### config.mk
export PLATFORM = sky130hd
export DESIGN_NAME = dma_window_xlate
export DESIGN_NICKNAME = d
export VERILOG_FILES = /design/src/rtl/dwx_pkg.sv /design/src/rtl/dwx_window_match.sv /design/src/rtl/dwx_first_hit.sv /design/src/rtl/dwx_addr_calc.sv /design/src/rtl/dma_window_xlate.sv
export SDC_FILE = /design/constraint.sdc
export NUM_CORES = 1
export LEC_CHECK = 0
export ABC_AREA = 1
export BUFFER_PORTS_ARGS = -buffer_cell sky130_fd_sc_hd__buf_2
export CAP_MARGIN = 30
export CORE_AREA = 2 2 400 402
export DETAILED_ROUTE_END_ITERATION = 6
export DIE_AREA = 0 0 402 404
export GPL_TIMING_DRIVEN = 0
export MAX_ROUTING_LAYER = met4
export PLACE_DENSITY = 0.36
export SYNTH_ARGS = -nofsm -noshare
export SYNTH_HDL_FRONTEND = slang
export SYNTH_HIERARCHICAL = 1
export SYNTH_SLANG_ARGS = --single-unit
### constraint.sdc
create_clock -name clk -period 1.25 [get_ports clk]
set_input_delay 0.1875 -clock clk [delete_from_list [all_inputs] [get_ports clk]]
set_output_delay 0.1875 -clock clk [all_outputs]
set_load 0.02 [all_outputs]
### src/rtl/dwx_pkg.sv
package dwx_pkg;

    typedef enum logic [0:0] {
        ST_IDLE  = 1'b0,
        ST_FETCH = 1'b1
    } dwx_state_e;

    typedef enum logic [1:0] {
        MAP_PASS   = 2'd0,
        MAP_DIRECT = 2'd1,
        MAP_SG     = 2'd2
    } dwx_map_e;

endpackage

### src/rtl/dwx_window_match.sv
// Decides whether one window covers an address and is switched on.
module dwx_window_match #(
    parameter int ADDR_W = 64,
    parameter int CMP_LO = 20,
    parameter int CMP_HI = 31,
    parameter int EN_BIT = 0,
    parameter int SG_BIT = 1
) (
    input  logic [ADDR_W-1:0] addr,
    input  logic [ADDR_W-1:0] base,
    input  logic [ADDR_W-1:0] mask,
    output logic              hit,
    output logic              sg
);
    localparam int FW = CMP_HI - CMP_LO + 1;

    logic [FW-1:0] diff_field;
    logic [FW-1:0] care_field;

    always_comb begin
        diff_field = addr[CMP_HI:CMP_LO] ^ base[CMP_HI:CMP_LO];
        care_field = ~mask[CMP_HI:CMP_LO];
        hit        = base[EN_BIT] && ((diff_field & care_field) == '0);
        sg         = base[SG_BIT];
    end
endmodule

### src/rtl/dwx_first_hit.sv
// Fixed priority: lowest index wins.
module dwx_first_hit #(
    parameter int NUM_WIN = 4
) (
    input  logic [NUM_WIN-1:0] hits,
    output logic [NUM_WIN-1:0] grant,
    output logic               any_hit
);
    always_comb begin
        grant   = '0;
        any_hit = 1'b0;
        for (int i = 0; i < NUM_WIN; i++) begin
            if (hits[i] && !any_hit) begin
                grant[i] = 1'b1;
                any_hit  = 1'b1;
            end
        end
    end

    always_comb begin
        p_grant_onehot_r3: assert ($onehot0(grant));
    end
endmodule

### src/rtl/dwx_addr_calc.sv
// Address arithmetic for the selected window.
module dwx_addr_calc #(
    parameter int ADDR_W     = 64,
    parameter int CMP_LO     = 20,
    parameter int CMP_HI     = 31,
    parameter int IDX_LO     = 13,
    parameter int PTE_SHIFT  = 10,
    parameter int PAGE_SHIFT = 12,
    parameter int OUT_W      = 34
) (
    input  logic [ADDR_W-1:0] bus_addr,
    input  logic [ADDR_W-1:0] sel_mask,
    input  logic [ADDR_W-1:0] sel_tbase,
    input  logic [ADDR_W-1:0] held_addr,
    input  logic [ADDR_W-1:0] entry,
    output logic [ADDR_W-1:0] direct_addr,
    output logic [ADDR_W-1:0] pte_addr,
    output logic [ADDR_W-1:0] sg_addr
);
    localparam logic [ADDR_W-1:0] ONES      = {ADDR_W{1'b1}};
    localparam logic [ADDR_W-1:0] CMP_FIELD = (ONES >> (ADDR_W - (CMP_HI - CMP_LO + 1))) << CMP_LO;
    localparam logic [ADDR_W-1:0] LOW_PASS  = ONES >> (ADDR_W - CMP_LO);
    localparam logic [ADDR_W-1:0] PTE_LOW   = ONES >> (ADDR_W - PTE_SHIFT);
    localparam logic [ADDR_W-1:0] IDX_FIELD = (ONES >> (ADDR_W - (CMP_LO - IDX_LO))) << IDX_LO;
    localparam logic [ADDR_W-1:0] PG_OFF    = ONES >> (ADDR_W - IDX_LO);
    localparam logic [ADDR_W-1:0] OUT_MASK  = ONES >> (ADDR_W - OUT_W);

    logic [ADDR_W-1:0] mfield;
    logic [ADDR_W-1:0] pass_mask;
    logic [ADDR_W-1:0] tb_keep;
    logic [ADDR_W-1:0] idx_bits;
    logic [ADDR_W-1:0] frame;

    always_comb begin
        mfield      = sel_mask & CMP_FIELD;
        pass_mask   = mfield | LOW_PASS;
        direct_addr = ((sel_tbase & ~pass_mask) | (bus_addr & pass_mask)) & OUT_MASK;

        tb_keep     = ~((mfield >> PTE_SHIFT) | PTE_LOW);
        idx_bits    = (bus_addr & (mfield | IDX_FIELD)) >> PTE_SHIFT;
        pte_addr    = (sel_tbase & tb_keep) | idx_bits;

        frame       = (entry & ~ADDR_W'(1)) << PAGE_SHIFT;
        sg_addr     = (frame | (held_addr & PG_OFF)) & OUT_MASK;
    end
endmodule

### src/rtl/dma_window_xlate.sv
module dma_window_xlate
    import dwx_pkg::*;
#(
    parameter int NUM_WIN    = 4,
    parameter int ADDR_W     = 64,
    parameter int CMP_LO     = 20,
    parameter int CMP_HI     = 31,
    parameter int IDX_LO     = 13,
    parameter int PTE_SHIFT  = 10,
    parameter int PAGE_SHIFT = 12,
    parameter int OUT_W      = 34
) (
    input  logic                      clk,
    input  logic                      rst_n,
    input  logic                      req_valid,
    output logic                      req_ready,
    input  logic [ADDR_W-1:0]         req_addr,
    input  logic [NUM_WIN*ADDR_W-1:0] win_base,
    input  logic [NUM_WIN*ADDR_W-1:0] win_mask,
    input  logic [NUM_WIN*ADDR_W-1:0] win_tbase,
    output logic                      rsp_valid,
    output logic [ADDR_W-1:0]         rsp_addr,
    output logic                      mem_req,
    output logic [ADDR_W-1:0]         mem_addr,
    input  logic                      mem_rvalid,
    input  logic [ADDR_W-1:0]         mem_rdata
);
    typedef struct packed {
        dwx_state_e          fsm;
        logic                rsp_v;
        dwx_map_e            rsp_kind;
        logic [ADDR_W-1:0]   rsp_addr;
        logic [ADDR_W-1:0]   held_addr;
        logic [ADDR_W-1:0]   pte_addr;
    } xl_state_t;

    xl_state_t st_d, st_q;

    logic [NUM_WIN-1:0] win_hit;
    logic [NUM_WIN-1:0] win_sg;
    logic [NUM_WIN-1:0] grant;
    logic               any_hit;
    logic               sel_sg;
    logic [ADDR_W-1:0]  sel_mask;
    logic [ADDR_W-1:0]  sel_tbase;
    logic [ADDR_W-1:0]  direct_addr;
    logic [ADDR_W-1:0]  pte_addr;
    logic [ADDR_W-1:0]  sg_addr;

    for (genvar w = 0; w < NUM_WIN; w++) begin : g_win
        dwx_window_match #(
            .ADDR_W (ADDR_W),
            .CMP_LO (CMP_LO),
            .CMP_HI (CMP_HI)
        ) u_match (
            .addr (req_addr),
            .base (win_base[w*ADDR_W +: ADDR_W]),
            .mask (win_mask[w*ADDR_W +: ADDR_W]),
            .hit  (win_hit[w]),
            .sg   (win_sg[w])
        );
    end

    dwx_first_hit #(.NUM_WIN(NUM_WIN)) u_prio (
        .hits    (win_hit),
        .grant   (grant),
        .any_hit (any_hit)
    );

    always_comb begin
        sel_mask  = '0;
        sel_tbase = '0;
        sel_sg    = 1'b0;
        for (int i = 0; i < NUM_WIN; i++) begin
            if (grant[i]) begin
                sel_mask  = win_mask[i*ADDR_W +: ADDR_W];
                sel_tbase = win_tbase[i*ADDR_W +: ADDR_W];
                sel_sg    = win_sg[i];
            end
        end
    end

    dwx_addr_calc #(
        .ADDR_W     (ADDR_W),
        .CMP_LO     (CMP_LO),
        .CMP_HI     (CMP_HI),
        .IDX_LO     (IDX_LO),
        .PTE_SHIFT  (PTE_SHIFT),
        .PAGE_SHIFT (PAGE_SHIFT),
        .OUT_W      (OUT_W)
    ) u_calc (
        .bus_addr    (req_addr),
        .sel_mask    (sel_mask),
        .sel_tbase   (sel_tbase),
        .held_addr   (st_q.held_addr),
        .entry       (mem_rdata),
        .direct_addr (direct_addr),
        .pte_addr    (pte_addr),
        .sg_addr     (sg_addr)
    );

    always_comb begin
        st_d       = st_q;
        st_d.rsp_v = 1'b0;
        unique case (st_q.fsm)
            ST_IDLE: begin
                if (req_valid) begin
                    if (!any_hit) begin
                        st_d.rsp_v    = 1'b1;
                        st_d.rsp_kind = MAP_PASS;
                        st_d.rsp_addr = req_addr;
                    end else if (sel_sg) begin
                        st_d.fsm       = ST_FETCH;
                        st_d.held_addr = req_addr;
                        st_d.pte_addr  = pte_addr;
                    end else begin
                        st_d.rsp_v    = 1'b1;
                        st_d.rsp_kind = MAP_DIRECT;
                        st_d.rsp_addr = direct_addr;
                    end
                end
            end
            ST_FETCH: begin
                if (mem_rvalid) begin
                    st_d.fsm      = ST_IDLE;
                    st_d.rsp_v    = 1'b1;
                    st_d.rsp_kind = MAP_SG;
                    st_d.rsp_addr = sg_addr;
                end
            end
            default: st_d.fsm = ST_IDLE;
        endcase
    end

    always_ff @(posedge clk or negedge rst_n) begin
        if (!rst_n) begin
            st_q <= '{fsm: ST_IDLE, rsp_v: 1'b0, rsp_kind: MAP_PASS,
                      rsp_addr: '0, held_addr: '0, pte_addr: '0};
        end else begin
            st_q <= st_d;
        end
    end

    assign req_ready = (st_q.fsm == ST_IDLE);
    assign mem_req   = (st_q.fsm == ST_FETCH);
    assign mem_addr  = st_q.pte_addr;
    assign rsp_valid = st_q.rsp_v;
    assign rsp_addr  = st_q.rsp_addr;

    p_memaddr_stable_r5: assert property (@(posedge clk) disable iff (!rst_n)
        (mem_req && $past(mem_req) && !$past(mem_rvalid)) |-> $stable(mem_addr));

    p_fetch_end_r5: assert property (@(posedge clk) disable iff (!rst_n)
        (mem_req && mem_rvalid) |=> (!mem_req && rsp_valid));

    p_rsp_cause_r9: assert property (@(posedge clk) disable iff (!rst_n)
        rsp_valid |-> ($past(req_valid && req_ready) || $past(mem_req && mem_rvalid)));

    p_trunc_r7: assert property (@(posedge clk) disable iff (!rst_n)
        (rsp_valid && st_q.rsp_kind != MAP_PASS) |-> (rsp_addr[ADDR_W-1:OUT_W] == '0));

    p_pass_r8: assert property (@(posedge clk) disable iff (!rst_n)
        (req_valid && req_ready && !any_hit) |=> (rsp_valid && rsp_addr == $past(req_addr)));

    p_busy_block_r10: assert property (@(posedge clk) disable iff (!rst_n)
        (req_valid && req_ready && any_hit && sel_sg) |=> (mem_req && !req_ready && !rsp_valid));
endmodule

==> impl_results.md <==
* Final Cell Area at 24900 µm²
* Placed inst area at between 15000 and 20000 µm²
* Worst slew margin at 52.92%
* Sw Pwr at ~5.6 mW
* Vias per inst at roughly 3.1
* First-pass GRT wire length at between 100000 and 150000 µm
* Die width at 402 µm
* CP top delay family: simple AND/OR/NAND/NOR gates
* Vias at about 16000
* CTS sink cnt at approximately 140
* Pre-CTS WS at -3423 ps
* RD Place Congestion at 0.9079
* Highest Clock Rate at ~410 MHz
* Final worst slack at -1190 ps
* Clock Tree Buf Depth at 2
* Clock power share at between 30% and 40%
* Largest net degree at the start of global routing at 84
* Worst path arrival time at roughly 2900 ps
* I/O pin count at ~1000
* Nets at 3889
* Hold Slack at -13.64 ps
* DRC Markers at 0
* Avg Inst Size Synth at a little over 6 µm²
* Post-Syn Area at around 14000 µm²
* Final worst path period need at between 2000 and 2500 ps
* Worst path buffer plus inverter count at 9
* PortBufs at 514
* Post-layout total power at approximately 16 mW
* Clock root buffer: clkbuf_16
* Power Density at roughly 640 nW/µm²
* Detail Placement HPWL at around 99000 µm
* # rows at 146
* Detailed router's first-iteration violation count at around 800
* RSZ-0062 raised after global routing: yes
* Most frequent CP cell: nand2_1
* Hold Buf Count CTS at just over 70
* Die Span Y at 404 µm
* Drt pass-1 iters at 5
* VDD IR max at roughly 1200 µV
* Comb pwr share at 31.2%
* Multi-input gate area at 7277 µm²
* Cell-internal power at approximately 10 mW
* Syn-to-layout area delta at 82.55%
* Crit path launch type: input pin
* CP max stage cell: nor2_4
* Hold Crit Class: input pin to register
* Vias in the first global route at about 16000
* Ratio of cells with drive above 1 in the final layout at between 40% and 50%
* Initial core utilization at between 8 and 9%
* Max-cap violations at 0
* CTS H-tree depth at 4
* Final worst-path cycle share at 195.2%
* Crit. End Element: register
* Max-slew violation count at 0
* Final Hold Vio Count at 1
* CP max FO at 10
* Clock Latency Late Sink at roughly 530 ps
* Setup Skew at roughly 9.8 ps
* Crit-path max cell delay at between 200 and 250 ps
* Failing checks: hold timing, setup timing
* Clock slew at reported path FFs at around 80 ps
* Sw frac at 34.75%
* Reg area at around 3600 µm²
* Setup TNS at -148090 ps
* Status: finished, violations left
* GR Overflow Total at 0
* Crit Path Class: input pin to register
* TritonCTS Buffers at 17
* Layout fillers at approximately 18000
* WL/cell at ~23 µm
* Detailed Route WL at between 100000 and 150000 µm
* Instance count of the mapped netlist at 2247
* Worst Path Required at roughly 1700 ps
* CTS tree: done
* Global Route Usage Sum at between 10 and 15%
* Reg2reg setup slack at -750 ps
* Leakage at between 10 and 15 nW
* Sequential share of power at between 30 and 40%
* Antenna violations before repair at approximately 120
* Synth warn at 6
* Die area at 162400 µm²
* Slew @ Worst Pin at approximately 700 ps
* Endpoints failing setup at about 250
* CORE AREA at around 160000 µm²
* Antenna Nets Post-Route at 0
## worst min-delay path: stages
cell and delay, ps:
buf_2 90, or2_2 140, nand2_2 60
## sequential cells by signal, indices dropped and copies added (netlist names)
| signal | flops |
|---|---|
| mem_addr | 64 |
| mem_req | 1 |
| rsp_addr | 64 |
| rsp_valid | 1 |
| st_q | 13 |
## stage by stage
step / hold slack (ps) / cells / util (%)
final: -13.64 / 5161 / 15.78
after detailed placement: 178.1 / 4901 / 12.26
after global placement: 454.7 / 4895 / 12.20
after floorplan: -108.1 / 2309 / -
after global routing: -47.30 / 5137 / 15.74
after CTS: -101.9 / 5056 / 14.40
## placed cells by master (no fill, tap or decap), types with 19 or more instances in the layout
cell type      count
a21o_1            61
clkbuf_16         31
dfrtp_1          138
buf_12            42
inv_1            317
nand2_2           68
nand3_1           88
nand2_4           30
buf_4            283
clkbuf_1          19
dlygate4sd3_1     72
nor2_1           148
diode_2           87
a21oi_2           40
conb_1            63
nand2_1          618
o21ai_2           68
a21oi_1          146
buf_2            386
buf_6            214
## worst paths after layout
path,start,to,cells after the start
hold / removal,mem_rvalid,mem_req$_DFF_PN0_,3
setup / recovery,req_addr[31],rsp_addr[21]$_DFFE_PN0P_,26
hold reg to reg,st_q[74]$_DFFE_PN0P_,st_q[74]$_DFFE_PN0P_,2
setup reg to reg,mem_req$_DFF_PN0_,rsp_addr[30]$_DFFE_PN0P_,6
max in group asynchronous,rst_n,mem_addr[24]$_DFFE_PN0P_,3
min in group asynchronous,rst_n,mem_addr[1]$_DFFE_PN0P_,2
## power groups by stage
stage,logic (mW),clock network [mW],registers [mW]
finish,4.99,5.91,5.12
CTS,4.46,6.27,5.05
global placement,3.99,0,5.14
detailed placement,4.01,0,5.13
global route,5.43,6.34,5.15
floorplan,2.14,0,5.09
## metal layers
layer / vias to the layer above / track usage [%] / share of wire (%)
li1: 8047 / - / -
met1: 7397 / 18.32 / 46
met2: 680 / 19.74 / 39
met3: 117 / 7.588 / 12
met4: 0 / 3.852 / 2.8
met5: - / - / 0
## cell type report
class	instances	share of cell area, %
multi-input cells	1408	29.23
flip-flops and latches	143	14.40
clock inverters	15	0.7638
plain buffers	353	13.00
clock buffers	17	1.709
repair buffers	738	24.66
well taps	2072	10.41
diodes	87	0.8744
inverters	328	4.955
## what timing repair did
item	in CTS	in global routing
pin swaps	47	55
setup buffers	39	87
cloned	13	10
endpoints found under the setup margin	274	311
endpoints found under the hold margin	136	1
gates resized for setup	364	541
(Power assumes the default switching activity.)
